**src/rtl/pes_pkg.sv**
```systemverilog
// Package: shared types of the page program and erase sequencer.
package pes_pkg;
    // Operation class of a pending or running command.
    typedef enum logic [1:0] {
        OP_NONE = 2'b00,
        OP_PROG = 2'b01,
        OP_SECT = 2'b10,
        OP_CHIP = 2'b11
    } op_e;

    // Sequencer state.
    typedef enum logic {
        ST_IDLE = 1'b0,
        ST_BUSY = 1'b1
    } seq_st_e;
endpackage

```
**src/rtl/pes_page_buf.sv**
```systemverilog
// Page buffer: one data byte per column, one write port and one combinational read port.
// Assumes the writer and the reader never use it in the same cycle for conflicting columns.
module pes_page_buf #(
    parameter int PAGE_BYTES = 128,
    parameter int DATA_W     = 8,
    localparam int COL_W     = $clog2(PAGE_BYTES)
) (
    input  logic              clk,
    input  logic              wr_en,
    input  logic [COL_W-1:0]  wr_col,
    input  logic [DATA_W-1:0] wr_data,
    input  logic [COL_W-1:0]  rd_col,
    output logic [DATA_W-1:0] rd_data
);
    logic [DATA_W-1:0] mem [PAGE_BYTES];

    // Store a byte at the addressed column.
    always_ff @(posedge clk) begin
        if (wr_en) mem[wr_col] <= wr_data;
    end

    // Present the byte at the read column.
    assign rd_data = mem[rd_col];
endmodule

```
**src/rtl/pes_timer.sv**
```systemverilog
// Down-counting cycle timer: loads a count and counts down to zero while enabled.
// Assumes the load value is the number of cycles minus one.
module pes_timer #(
    parameter int CNT_W = 10
) (
    input  logic             clk,
    input  logic             rst_n,
    input  logic             load,
    input  logic [CNT_W-1:0] load_val,
    input  logic             run,
    output logic             at_zero
);
    logic [CNT_W-1:0] cnt;

    // Load on request, otherwise decrement while running until zero.
    always_ff @(posedge clk) begin
        if (!rst_n)                  cnt <= '0;
        else if (load)               cnt <= load_val;
        else if (run && cnt != '0)   cnt <= cnt - 1'b1;
    end

    // Flag the final cycle of the window.
    assign at_zero = (cnt == '0);
endmodule

```
**src/rtl/pes_erase_tgt.sv**
```systemverilog
// Erase target decoder: reduces any address to the base of its half, or to zero for a full erase.
// Assumes the top address bit selects the half.
module pes_erase_tgt #(
    parameter int ADDR_W = 16
) (
    input  logic [ADDR_W-1:0] addr,
    input  logic              whole,
    output logic [ADDR_W-1:0] base
);
    // Keep only the half-select bit unless the whole array is targeted.
    always_comb begin
        base = '0;
        if (!whole) base[ADDR_W-1] = addr[ADDR_W-1];
    end
endmodule

```
**src/rtl/pgm_erase_seq.sv**
```systemverilog
// Page program and erase sequencer.
// Collects program bytes into a wrapping page buffer, commits on an aligned chip-select
// rise when write is enabled and the target is not locked, then runs a busy window that
// replays the bytes (one per clock) or issues one erase pulse, and requests a write-enable
// clear in its last clock. Assumes BYTE_CYC >= 1 and PAGE_BYTES a power of two.
module pgm_erase_seq
    import pes_pkg::*;
#(
    parameter int ADDR_W     = 16,
    parameter int DATA_W     = 8,
    parameter int PAGE_BYTES = 128,
    parameter int BYTE_CYC   = 4,
    parameter int SECT_CYC   = 40,
    parameter int CHIP_CYC   = 80
) (
    input  logic              clk,
    input  logic              rst_n,
    input  logic              cmd_start,
    input  logic [1:0]        cmd_kind,
    input  logic [ADDR_W-1:0] cmd_addr,
    input  logic              data_stb,
    input  logic [DATA_W-1:0] data_byte,
    input  logic              cs_rise,
    input  logic              byte_aligned,
    input  logic              wen,
    input  logic              lock_hit,
    output logic              busy,
    output logic              arr_we,
    output logic              arr_erase,
    output logic              arr_erase_chip,
    output logic [ADDR_W-1:0] arr_addr,
    output logic [DATA_W-1:0] arr_wdata,
    output logic              wen_clr
);
    localparam int COL_W    = $clog2(PAGE_BYTES);
    localparam int NB_W     = $clog2(PAGE_BYTES + 1);
    localparam int PROG_MAX = PAGE_BYTES * BYTE_CYC;
    localparam int MAX_A    = (PROG_MAX > SECT_CYC) ? PROG_MAX : SECT_CYC;
    localparam int MAX_CYC  = (MAX_A > CHIP_CYC) ? MAX_A : CHIP_CYC;
    localparam int TMR_W    = $clog2(MAX_CYC + 1);
    localparam int PG_W     = ADDR_W - COL_W;

    seq_st_e            state;
    op_e                pend_op, run_op;
    logic [ADDR_W-1:0]  pend_addr, run_addr;
    logic [COL_W-1:0]   col_ptr, wr_col;
    logic [NB_W-1:0]    n_bytes, wr_left;
    logic               first;
    logic               idle, commit, take_byte, tmr_zero;
    logic [TMR_W-1:0]   tmr_val;
    logic [ADDR_W-1:0]  erase_base;
    logic [DATA_W-1:0]  buf_rd;

    assign idle      = (state == ST_IDLE);
    assign take_byte = idle && data_stb && (pend_op == OP_PROG);
    // Commit gate: aligned rise, enabled, unlocked, and a non-empty program if programming.
    assign commit    = idle && cs_rise && byte_aligned && wen && !lock_hit &&
                       (pend_op != OP_NONE) &&
                       ((pend_op != OP_PROG) || (n_bytes != '0));

    // Select the busy-window length of the pending operation (cycles minus one).
    always_comb begin
        case (pend_op)
            OP_SECT: tmr_val = TMR_W'(SECT_CYC - 1);
            OP_CHIP: tmr_val = TMR_W'(CHIP_CYC - 1);
            default: tmr_val = TMR_W'(n_bytes) * TMR_W'(BYTE_CYC) - 1'b1;
        endcase
    end

    // Capture commands and bytes while idle; drop the pending command on every chip-select rise.
    always_ff @(posedge clk) begin
        if (!rst_n) begin
            pend_op   <= OP_NONE;
            pend_addr <= '0;
            col_ptr   <= '0;
            n_bytes   <= '0;
        end else if (idle) begin
            if (cs_rise) begin
                pend_op <= OP_NONE;
                n_bytes <= '0;
            end else if (cmd_start) begin
                pend_op   <= op_e'(cmd_kind);
                pend_addr <= cmd_addr;
                col_ptr   <= cmd_addr[COL_W-1:0];
                n_bytes   <= '0;
            end else if (take_byte) begin
                col_ptr <= (col_ptr == COL_W'(PAGE_BYTES - 1)) ? '0 : col_ptr + 1'b1;
                if (n_bytes != NB_W'(PAGE_BYTES)) n_bytes <= n_bytes + 1'b1;
            end
        end
    end

    // Run the busy window: replay bytes in column order, end when the timer reaches zero.
    always_ff @(posedge clk) begin
        if (!rst_n) begin
            state    <= ST_IDLE;
            run_op   <= OP_NONE;
            run_addr <= '0;
            wr_col   <= '0;
            wr_left  <= '0;
            first    <= 1'b0;
        end else if (idle) begin
            first <= 1'b0;
            if (commit) begin
                state    <= ST_BUSY;
                run_op   <= pend_op;
                run_addr <= pend_addr;
                wr_col   <= pend_addr[COL_W-1:0];
                wr_left  <= (pend_op == OP_PROG) ? n_bytes : '0;
                first    <= 1'b1;
            end
        end else begin
            first <= 1'b0;
            if (wr_left != '0) begin
                wr_left <= wr_left - 1'b1;
                wr_col  <= (wr_col == COL_W'(PAGE_BYTES - 1)) ? '0 : wr_col + 1'b1;
            end
            if (tmr_zero) state <= ST_IDLE;
        end
    end

    pes_page_buf #(.PAGE_BYTES(PAGE_BYTES), .DATA_W(DATA_W)) u_buf (
        .clk     (clk),
        .wr_en   (take_byte && !cs_rise && !cmd_start),
        .wr_col  (col_ptr),
        .wr_data (data_byte),
        .rd_col  (wr_col),
        .rd_data (buf_rd)
    );

    pes_timer #(.CNT_W(TMR_W)) u_tmr (
        .clk      (clk),
        .rst_n    (rst_n),
        .load     (commit),
        .load_val (tmr_val),
        .run      (state == ST_BUSY),
        .at_zero  (tmr_zero)
    );

    pes_erase_tgt #(.ADDR_W(ADDR_W)) u_tgt (
        .addr  (run_addr),
        .whole (run_op == OP_CHIP),
        .base  (erase_base)
    );

    // Drive the array port and status outputs from the running operation.
    always_comb begin
        busy           = (state == ST_BUSY);
        arr_we         = busy && (run_op == OP_PROG) && (wr_left != '0);
        arr_erase      = busy && first && (run_op == OP_SECT || run_op == OP_CHIP);
        arr_erase_chip = arr_erase && (run_op == OP_CHIP);
        arr_wdata      = buf_rd;
        arr_addr       = (run_op == OP_PROG) ? {run_addr[ADDR_W-1 -: PG_W], wr_col} : erase_base;
        wen_clr        = busy && tmr_zero;
    end
endmodule

```
**config.mk**
```make
export PLATFORM = sky130hd
export DESIGN_NAME = pgm_erase_seq
export DESIGN_NICKNAME = d
export VERILOG_FILES = /design/src/rtl/pes_pkg.sv /design/src/rtl/pes_page_buf.sv /design/src/rtl/pes_timer.sv /design/src/rtl/pes_erase_tgt.sv /design/src/rtl/pgm_erase_seq.sv
export SDC_FILE = /design/constraint.sdc
export NUM_CORES = 1
export LEC_CHECK = 0
export CAP_MARGIN = 5
export CORE_ASPECT_RATIO = 0.8
export CORE_MARGIN = 2
export CORE_UTILIZATION = 50
export CTS_BUF_LIST = sky130_fd_sc_hd__clkbuf_8 sky130_fd_sc_hd__clkbuf_16
export DETAILED_ROUTE_END_ITERATION = 10
export GPL_ROUTABILITY_DRIVEN = 0
export PLACE_DENSITY_LB_ADDON = 0.05
export SYNTH_ARGS = -nofsm -noshare
export SYNTH_HDL_FRONTEND = slang
export SYNTH_SLANG_ARGS = --single-unit
```
**constraint.sdc**
```tcl
create_clock -name clk -period 4.5 [get_ports clk]
set_clock_uncertainty 0.1 [all_clocks]
set_input_delay 0.9 -clock clk [delete_from_list [all_inputs] [get_ports clk]]
set_output_delay 0.9 -clock clk [all_outputs]
set_load 0.1 [all_outputs]
```
==> summary.md, run 1 <==
| Metric | Value |
|---|---|
| CTS root buffer | `clkbuf_16` |
| Via count | `21,800` |
| Gate power share | `0.014` |
| Failing checks | `setup timing` |
| Fin crit period | `4730 ps` |
| Hold WS | `351 ps` |
| CP arrival | `3730 ps` |
| Top_reg_cell synth | `edfxtp_1` |
| Vias in the first global route | `22,100` |
| Outcome | `finished with violations` |
| Worst-Skew Late Latency | `680 ps` |
| Net Switching | `4.06 mW` |
| Hold crit path type | `register to register` |
| Async set-reset flop share out of synthesis | `0` |
| R2R depth | `4` |
| Flop pwr share | `0.552` |
| Worst reg2reg startpoint | `col_ptr[5]` |
| Clock transition at path regs | `70 ps` |
| Total clock sinks | `1,102` |
| Number of max-cap violations | `0` |
| CP endpoint kind | `output port` |
| Worst Hold Launch | `pend_addr[15]` |
| Synthesized cell area | `0.0434 mm^2` |
| Via density | `6.08` |
| # fillers | `6,190` |
| Initial DRC Count | `2,440` |
| PwrDens | `403 mW/mm^2` |
| DRC | `0` |
| Int Power | `16.2 mW` |
| Total wire length | `106,000 um` |
| Nets@finish | `2,409` |
| Row cnt | `96` |
| Met2 wire len | `48,900 um` |
| Tightest Pin Transition | `1200 ps` |
| Reg2reg end | `u_buf.mem[105][2]` |
| Syn_area_per_cell | `20.5 um^2` |
| Peak VDD IR | `309 uV` |
| Number of synthesized flops with an enable pin | `1,024` |
| IO Pins | `63` |
| Syn_nets | `2,157` |
| Min setup slack post-route | `-230 ps` |
| Total CTS buffers | `109` |
| Initial antenna violation count | `5` |
| First-pass GRT wire length | `154,000 um` |
| Fin. max-slew vios | `0` |
| CP most frequent cell | `mux4_2` |
| #FFs+latches synth | `1,102` |
| Dpl cells | `3,368` |
| Unrepaired setup endpoints after global routing | `yes` |
| Die height | `267 um` |
| H-tree depth | `3` |
| Die area | `0.0891 mm^2` |
| ANT nets after route | `0` |
| Gr usage total | `0.242` |
| Met3 routed WL | `8300 um` |
| Fmax | `211 MHz` |
| DIE WIDTH | `333 um` |
| Period utilization | `1.05` |
| Avg WL per Cell | `29.4 um` |
| Worst path slowest cell | `mux4_2` |
| Hold path endpoint | `run_addr[15]` |
| Commonest non-fill, non-tap cell in the layout | `edfxtp_1` |
| Mapped Cells | `2,116` |
| Worst setup SP type | `register` |
| Flop2flop setup slack | `1310 ps` |
| Relative slew slack | `0.202` |
| Post-synthesis cell type count | `66` |
| Core area | `0.0859 mm^2` |
| Initial Utilization | `0.505` |
| Critical path required time | `3500 ps` |
| Layout cell share with drive strength beyond 1 | `0.304` |
| Switching Share | `0.200` |
| Final hold violation count | `0` |
| Largest net degree at the start of global routing | `108` |
| Met1 wire length | `46,400 um` |
| TritonCTS clock tree | `built` |
| Top sig layer | `met4` |
| Post-synthesis sequential area ratio | `0.745` |
| Pleak | `15.7 nW` |
| Hold Crit Depth | `2` |
| Worst-case clock buffer depth | `3` |
| Dpl hpwl | `64,700 um` |
| Fin cells | `3,590` |
| Port Buf Inserts | `62` |
| Total grt overflow | `0` |
| Area Growth Syn to Fin | `16.2%` |
| DR pass1 iterations | `5` |
| Synth warnings | `0` |
| Clk network pwr share | `0.434` |
| Crit-path max cell delay | `580 ps` |
| Crit Path Class | `register to output port` |
| Final setup vio count | `8` |
| CP max FO | `10` |
| Critical path, cell by cell | `buf_16 -> buf_4 -> mux4_2 -> mux4_2 -> mux4_2 -> mux2_2 -> buf_12` |
| Most frequent cells in the layout | `1,024 x edfxtp_1, 336 x mux4_2, 198 x buf_4` |
==> flip-flops by register name (all words and copies together), names as in the netlist, named ones only <==
name / cells
u_buf.mem: 1024
pend_addr: 16
u_tmr.cnt: 10
run_addr: 9
n_bytes: 8
wr_left: 8
col_ptr: 7
wr_col: 7
pend_op: 2
run_op: 2
busy: 1
first: 1
==> power groups by stage <==
stage | Clock, mW | Combinational, mW | Sequential (mW)
after global placement | 0 | 0.277 | 11.4
final | 8.81 | 0.287 | 11.2
after CTS | 8.99 | 0.292 | 11.2
after floorplan | 0 | 0.0724 | 11.4
after detailed placement | 0 | 0.293 | 11.4
after global routing | 9.38 | 0.316 | 11.2
==> final cells by class <==
| cell class | instances | area (um^2) | area share |
|---|---|---|---|
| inverter | 18 | 67.6 | 0.00134 |
| tap | 1127 | 1410 | 0.0280 |
| antenna | 2 | 5.00 | 0.0000993 |
| multi-input combinational | 872 | 10500 | 0.208 |
| clock buffer | 112 | 2790 | 0.0554 |
| timing repair buffer | 265 | 2640 | 0.0524 |
| sequential | 1102 | 32300 | 0.642 |
| clock inverter | 92 | 671 | 0.0133 |
==> repair_timing <==
action / in CTS / in global routing
endpoints found under the setup margin: 8 / 8
hold buffers: 0 / 0
buffers inserted: 9 / 0
gates cloned: 8 / 0
resized for setup: 21 / 4
==> logic make-up after synthesis <==
group / share of synthesized area
buf+inv: 0.0140
flops: 0.745
xor+xnor: 0.00343
simple gates: 0.0370
fa+ha+maj: 0.00202
compound gates: 0.0215
mux: 0.177
==> how the worst max path moves through the flow <==
stage,start,endpoint,slack (ps),cells after the start
detailed placement,register,arr_wdata[0],330,7
finish,register,arr_wdata[7],-230,7
global placement,register,arr_wdata[0],330,7
CTS,register,arr_wdata[2],-250,7
global route,register,arr_wdata[2],-270,8
floorplan,busy,arr_erase_chip,150,4
==> worst max-delay path: cells and delay by family, from the launching register on <==
kind | cells | cell delay (ps)
flops | 1 | 410
mux | 4 | 2000
buf+inv | 3 | 610
==> Yosys cell counts (6+ instances only) <==
library cell / n / area share
o21ai_0: 18 / 0.0021
nor2_1: 174 / 0.015
buf_4: 13 / 0.0023
mux4_2: 336 / 0.17
and2_1: 17 / 0.0025
nand2_1: 91 / 0.0079
ha_1: 7 / 0.0020
dfxtp_1: 78 / 0.036
inv_1: 16 / 0.0014
nand3_1: 16 / 0.0018
xnor2_1: 11 / 0.0022
xor2_1: 6 / 0.0012
buf_1: 20 / 0.0017
clkbuf_1: 77 / 0.0067
a221oi_1: 6 / 0.0012
o211ai_1: 6 / 0.0010
mux2_2: 8 / 0.0021
edfxtp_1: 1024 / 0.71
a21oi_1: 54 / 0.0062
nor3_1: 16 / 0.0018
buf_2: 13 / 0.0015
nor4_1: 6 / 0.00087
o31ai_1: 6 / 0.0010
a211oi_1: 6 / 0.0010
o32ai_1: 6 / 0.0012
==> stage by stage <==
step           setup slack (ps)  TNS (ps)   util  instance area (um^2)  total power, mW
3_5_place_dp                329         0  0.542                 46500             11.7
6_report                   -230     -1410  0.587                 50400             20.3
2_1_floorplan               151         0      -                 43400             11.5
5_1_grt                    -266     -2040  0.587                 50400             20.9
3_3_place_gp                328         0  0.542                 46500             11.7
4_1_cts                    -251     -1920  0.587                 50400             20.5
==> metal layers <==
| layer | up-vias | track usage |
|---|---|---|
| li1 | 9264 | - |
| met1 | 11700 | 0.358 |
| met2 | 764 | 0.368 |
| met3 | 122 | 0.0609 |
| met4 | 0 | 0.0519 |
| met5 | - | 0 |
No activity file was read; power rests on OpenSTA's default activity.
==> inputs of run 2 (changes only) <==
--- a/config.mk
+++ b/config.mk
@@ -13,6 +13,7 @@
 export DETAILED_ROUTE_END_ITERATION = 10
 export GPL_ROUTABILITY_DRIVEN = 0
 export PLACE_DENSITY_LB_ADDON = 0.05
+export SKIP_CTS_REPAIR_TIMING = 1
 export SYNTH_ARGS = -nofsm -noshare
 export SYNTH_HDL_FRONTEND = slang
 export SYNTH_SLANG_ARGS = --single-unit
==> run 2 against run 1 <==
Effect of this change:
- the flow still finishes with violations (setup timing)
- utilization up 0.38 points
- final cell count up 0.58%
- cell area up 0.65%
- worst setup slack better by 13 ps
- fmax up 0.27%
- die area unchanged
- sequential power about the same
- clock power about the same
- combinational power about the same
- via count up 0.66%
- critical path type unchanged
- highest routed layer unchanged
==> summary.md, run 2 (synthesis gave the netlist of run 1 again) <==
| Metric | Value |
|---|---|
| TritonCTS clock tree | `built (unchanged)` |
| Worst setup SP type | `register (unchanged)` |
| Hold WS | `354 ps (was 351 ps)` |
| Via count | `22,000 (was 21,800)` |
| Dpl cells | `3,368 (unchanged)` |
| Biggest regs | `u_buf.mem: 1024 flops, pend_addr: 16 flops, u_tmr.cnt: 10 flops (unchanged)` |
| Outcome | `finished with violations (unchanged)` |
| Min setup slack post-route | `-218 ps (was -230 ps)` |
| Die area | `0.0891 mm^2 (unchanged)` |
| Pleak | `15.8 nW (was 15.7 nW)` |
| Register bank with the most flops | `u_buf.mem (unchanged)` |
| Die height | `267 um (unchanged)` |
| CP max FO | `7 (was 10)` |
| DRC | `0 (unchanged)` |
| Relative slew slack | `0.198 (was 0.202)` |
| IO Pins | `63 (unchanged)` |
| CP endpoint kind | `output port (unchanged)` |
| Period utilization | `1.05 (about the same)` |
| Total grt overflow | `0 (unchanged)` |
| Unrepaired setup endpoints after global routing | `yes (unchanged)` |
| CTS root buffer | `clkbuf_16 (unchanged)` |
| Core area | `0.0859 mm^2 (unchanged)` |
| Total clock sinks | `1,102 (unchanged)` |
| Total CTS buffers | `109 (unchanged)` |
| Nets@finish | `2,431 (was 2,409)` |
| CP arrival | `3720 ps (was 3730 ps)` |
| Peak VDD IR | `309 uV (about the same)` |
| Vias in the first global route | `21,900 (was 22,100)` |
| First-pass GRT wire length | `153,000 um (was 154,000 um)` |
| Max FFs per register | `1,024 (unchanged)` |
| Failing checks | `setup timing (unchanged)` |
| DIE WIDTH | `333 um (unchanged)` |
| Clock transition at path regs | `60 ps (was 70 ps)` |
| Gr usage total | `0.239 (was 0.242)` |
| Initial antenna violation count | `5 (unchanged)` |
| DR pass1 iterations | `6 (was 5)` |
| Commonest non-fill, non-tap cell in the layout | `edfxtp_1 (unchanged)` |
| Fin. max-slew vios | `0 (unchanged)` |
| PwrDens | `400 mW/mm^2 (was 403 mW/mm^2)` |
| Number of max-cap violations | `0 (unchanged)` |
| ANT nets after route | `0 (unchanged)` |
| Avg WL per Cell | `29.6 um (was 29.4 um)` |
| Worst-case clock buffer depth | `3 (unchanged)` |
| Final setup vio count | `8 (unchanged)` |
| Port Buf Inserts | `62 (unchanged)` |
| Fmax | `212 MHz (was 211 MHz)` |
| Row cnt | `96 (unchanged)` |
| Fin cells | `3,611 (was 3,590)` |
| Tightest Pin Transition | `1200 ps (about the same)` |
| Fin crit period | `4720 ps (was 4730 ps)` |
| Most frequent cells in the layout | `1,024 x edfxtp_1, 336 x mux4_2, 208 x buf_4 (was 1,024 x edfxtp_1, 336 x mux4_2, 198 x buf_4)` |
| Largest net degree at the start of global routing | `108 (unchanged)` |
| Dpl hpwl | `64,700 um (unchanged)` |
| Worst-Skew Late Latency | `680 ps (about the same)` |
| Crit Path Class | `register to output port (unchanged)` |
| Hold crit path type | `register to register (unchanged)` |
| Initial DRC Count | `2,331 (was 2,440)` |
| Final hold violation count | `0 (unchanged)` |
| Layout cell share with drive strength beyond 1 | `0.311 (was 0.304)` |
| Initial Utilization | `0.505 (unchanged)` |
| Area Growth Syn to Fin | `17.0% (was 16.2%)` |
| Critical path required time | `3500 ps (about the same)` |
| Total wire length | `107,000 um (was 106,000 um)` |
| Via density | `6.09 (was 6.08)` |
| H-tree depth | `3 (unchanged)` |
-- run 2: power by group --
group          internal [mW]  switching (mW)
Sequential              11.2          0.0159
Clock                   4.99            3.81
Combinational         0.0630           0.225
-- run 2: cell type report --
class                           count  area (um^2)
Antenna cell                        1         2.50
Clock buffer                      112         2790
Clock inverter                     92          671
Fill cell                        6165        35200
Inverter                           18         67.6
Multi-Input combinational cell    872        10500
Sequential cell                  1102        32300
Tap cell                         1127         1410
Timing Repair Buffer              287         2970
-- run 2: layer usage --
metal / routed length [um] / vias up / track usage
met2: 49700 / 774 / 0.360
met4: 2020 / 0 / 0.0549
met3: 8620 / 131 / 0.0623
met5: 0 / - / 0
li1: - / 9310 / -
met1: 46500 / 11800 / 0.355
-- run 2: final timing paths --
kind	from	end	slack [ps]	cells past startpoint
setup / recovery	register	arr_wdata[0]	-220	8
hold / removal	run_addr[9]	run_addr[9]	350	2
setup reg to reg	pend_op[1]	u_buf.mem[100][0]	1340	7
hold reg to reg	run_addr[9]	run_addr[9]	350	2
-- run 2: stage by stage --
step           setup slack (ps)   util  setup TNS [ps]  instance area [um^2]  power [mW]
2_1_floorplan               151      -               0                 43400        11.5
3_3_place_gp                328  0.542               0                 46500        11.7
3_5_place_dp                329  0.542               0                 46500        11.7
4_1_cts                    -403  0.582           -3030                 50000        20.5
5_1_grt                    -286  0.591           -2080                 50700        20.9
6_report                   -218  0.591           -1590                 50700        20.3
-- run 2: critical path, cell delays in order, from the launching register on --
cell     delay (ps)
dfxtp_4         430
buf_16          170
buf_16          170
buf_4           130
mux4_2          540
mux4_2          580
mux4_2          500
mux2_4          340
buf_12          180
==> inputs of run 3 (changes only) <==
--- a/config.mk
+++ b/config.mk
@@ -8,7 +8,7 @@
 export CAP_MARGIN = 5
 export CORE_ASPECT_RATIO = 0.8
 export CORE_MARGIN = 2
-export CORE_UTILIZATION = 50
+export CORE_UTILIZATION = 40
 export CTS_BUF_LIST = sky130_fd_sc_hd__clkbuf_8 sky130_fd_sc_hd__clkbuf_16
 export DETAILED_ROUTE_END_ITERATION = 10
 export GPL_ROUTABILITY_DRIVEN = 0
==> run 3 against run 2 <==
Effect of this change:
- the flow still finishes with violations (setup timing)
- global-route usage is 3.2 points lower
- sequential cell count unchanged
- worst setup slack worse by 95 ps
- cell area up 1.5%
- power grew 3.2%
- critical path type unchanged
- largest cell class unchanged
==> summary.md, run 3 (synthesis gave the netlist of run 1 again) <==
| Metric | Value |
|---|---|
| H-tree depth | `3 (unchanged)` |
| Crit-path max cell delay | `570 ps (was 580 ps)` |
| Crit Path Class | `register to output port (unchanged)` |
| Critical path required time | `3500 ps (about the same)` |
| CP arrival | `3810 ps (was 3720 ps)` |
| Commonest non-fill, non-tap cell in the layout | `edfxtp_1 (unchanged)` |
| Initial DRC Count | `1,987 (was 2,331)` |
| Gate power share | `0.014 (about the same)` |
| Biggest regs | `u_buf.mem: 1024 flops, pend_addr: 16 flops, u_tmr.cnt: 10 flops (unchanged)` |
| DR pass1 iterations | `5 (was 6)` |
| Fin. max-slew vios | `0 (unchanged)` |
| ANT nets after route | `0 (unchanged)` |
| Total CTS buffers | `113 (was 109)` |
| Via count | `22,000 (about the same)` |
| Die area | `0.111 mm^2 (was 0.0891 mm^2)` |
| Dpl hpwl | `71,000 um (was 64,700 um)` |
| Worst-Skew Late Latency | `700 ps (was 680 ps)` |
| Met3 Use GR | `0.0318 (was 0.0623)` |
| Worst-case clock buffer depth | `3 (unchanged)` |
| Register bank with the most flops | `u_buf.mem (unchanged)` |
| CTS root buffer | `clkbuf_16 (unchanged)` |
| Period utilization | `1.07 (was 1.05)` |
| Fin util | `0.481 (was 0.591)` |
| Pleak | `16.1 nW (was 15.8 nW)` |
| Relative slew slack | `0.221 (was 0.198)` |
| Worst path slowest cell | `mux4_2 (unchanged)` |
| Area Growth Syn to Fin | `18.8% (was 17.0%)` |
| CP endpoint kind | `output port (unchanged)` |
| TritonCTS clock tree | `built (unchanged)` |
| Busiest grt layer | `met1 (was met2)` |
| Total clock sinks | `1,102 (unchanged)` |
| DIE WIDTH | `372 um (was 333 um)` |
| Row cnt | `107 (was 96)` |
| Worst setup SP type | `register (unchanged)` |
| Most frequent cells in the layout | `1,024 x edfxtp_1, 336 x mux4_2, 222 x buf_4 (was 1,024 x edfxtp_1, 336 x mux4_2, 208 x buf_4)` |
| Final setup vio count | `8 (unchanged)` |
| Largest net degree at the start of global routing | `117 (was 108)` |
| Total wire length | `116,000 um (was 107,000 um)` |
| Total grt overflow | `0 (unchanged)` |
| IO Pins | `63 (unchanged)` |
| Grt met2 use | `0.309 (was 0.360)` |
| Gr usage total | `0.207 (was 0.239)` |
| Peak VDD IR | `265 uV (was 309 uV)` |
| Fmax | `208 MHz (was 212 MHz)` |
| First-pass GRT wire length | `165,000 um (was 153,000 um)` |
| Worst reg2reg startpoint | `col_ptr[5] (was pend_op[1])` |
| Initial Utilization | `0.405 (was 0.505)` |
| Worst Hold Launch | `pend_addr[13] (was run_addr[9])` |
| PwrDens | `406 mW/mm^2 (was 400 mW/mm^2)` |
| Core area | `0.107 mm^2 (was 0.0859 mm^2)` |
| Power consumption | `20.9 mW (was 20.3 mW)` |
| Nets@finish | `2,451 (was 2,431)` |
| Port Buf Inserts | `62 (unchanged)` |
| CP max FO | `11 (was 7)` |
| Fin crit period | `4810 ps (was 4720 ps)` |
| Initial antenna violation count | `9 (was 5)` |
| DRC | `0 (unchanged)` |
| Switching Share | `0.202 (was 0.199)` |
| Hold crit path type | `register to register (unchanged)` |
| Critical path, cell by cell | `buf_12 -> buf_12 -> buf_12 -> mux4_2 -> mux4_2 -> mux4_2 -> mux2_2 -> buf_12 (was buf_16 -> buf_16 -> buf_4 -> mux4_2 -> mux4_2 -> mux4_2 -> mux2_4 -> buf_12)` |
| Clk network pwr share | `0.450 (was 0.434)` |
| Avg WL per Cell | `29.5 um (was 29.6 um)` |
| Int Power | `16.7 mW (was 16.2 mW)` |
| CP most frequent cell | `buf_12 (was mux4_2)` |
| Number of max-cap violations | `0 (unchanged)` |
| Layout cell share with drive strength beyond 1 | `0.319 (was 0.311)` |
| Via density | `5.61 (was 6.09)` |
| Unrepaired setup endpoints after global routing | `yes (unchanged)` |
| Net Switching | `4.23 mW (was 4.05 mW)` |
| Outcome | `finished with violations (unchanged)` |
| Failing checks | `setup timing (unchanged)` |
| Clock transition at path regs | `60 ps (about the same)` |
| Met1 usage | `0.324 (was 0.355)` |
| Tightest Pin Transition | `1170 ps (was 1200 ps)` |
| Final hold violation count | `0 (unchanged)` |
| Max FFs per register | `1,024 (unchanged)` |
| Die height | `298 um (was 267 um)` |
| Flop pwr share | `0.535 (was 0.552)` |
| Min setup slack post-route | `-312 ps (was -218 ps)` |
| Vias in the first global route | `22,300 (was 21,900)` |
run 3: stage by stage:
stage	worst slack (ps)	cells	instance area, um^2	hold WS, ps	TNS [ps]
floorplan	151	2116	43400	332	0
global placement	202	3673	47000	340	0
detailed placement	218	3673	47000	350	0
CTS	-571	3884	50800	358	-4050
global route	-391	3923	51500	371	-2980
finish	-312	3926	51500	356	-2330
run 3: layer usage:
layer,routed length (um),up-vias,share of wire
met4,2150,0,0.019
li1,-,9352,-
met3,5950,145,0.051
met5,0,-,0
met1,55200,11900,0.48
met2,52700,610,0.45
run 3: worst max-delay path, delay by kind of cell (launching register included):
kind / cells / cell delay [ps]
buf+inv: 4 / 680
mux: 4 / 2030
flops: 1 / 370
run 3: area by class of cell:
cell class / count / area (um^2)
flip-flops and latches: 1102 / 32300
repair buffers: 303 / 3120
clock buffers: 119 / 2940
diodes: 3 / 7.51
fillers: 8825 / 55500
well taps: 1417 / 1770
inverters: 18 / 67.6
clock inverters: 92 / 793
multi-input cells: 872 / 10500
run 3: worst paths after layout:
path,to,slack (ps),depth (start not counted)
worst max register to register,u_buf.mem[109][7],1320,5
worst max-delay path,arr_wdata[5],-310,8
worst min register to register,run_addr[13],360,2
worst min-delay path,run_addr[13],360,2
run 3: power groups by stage:
stage	Combinational, mW	Sequential [mW]	Clock [mW]
finish	0.299	11.2	9.43
global route	0.328	11.2	10.0
CTS	0.304	11.2	9.65
detailed placement	0.305	11.4	0
global placement	0.293	11.4	0
floorplan	0.0724	11.4	0
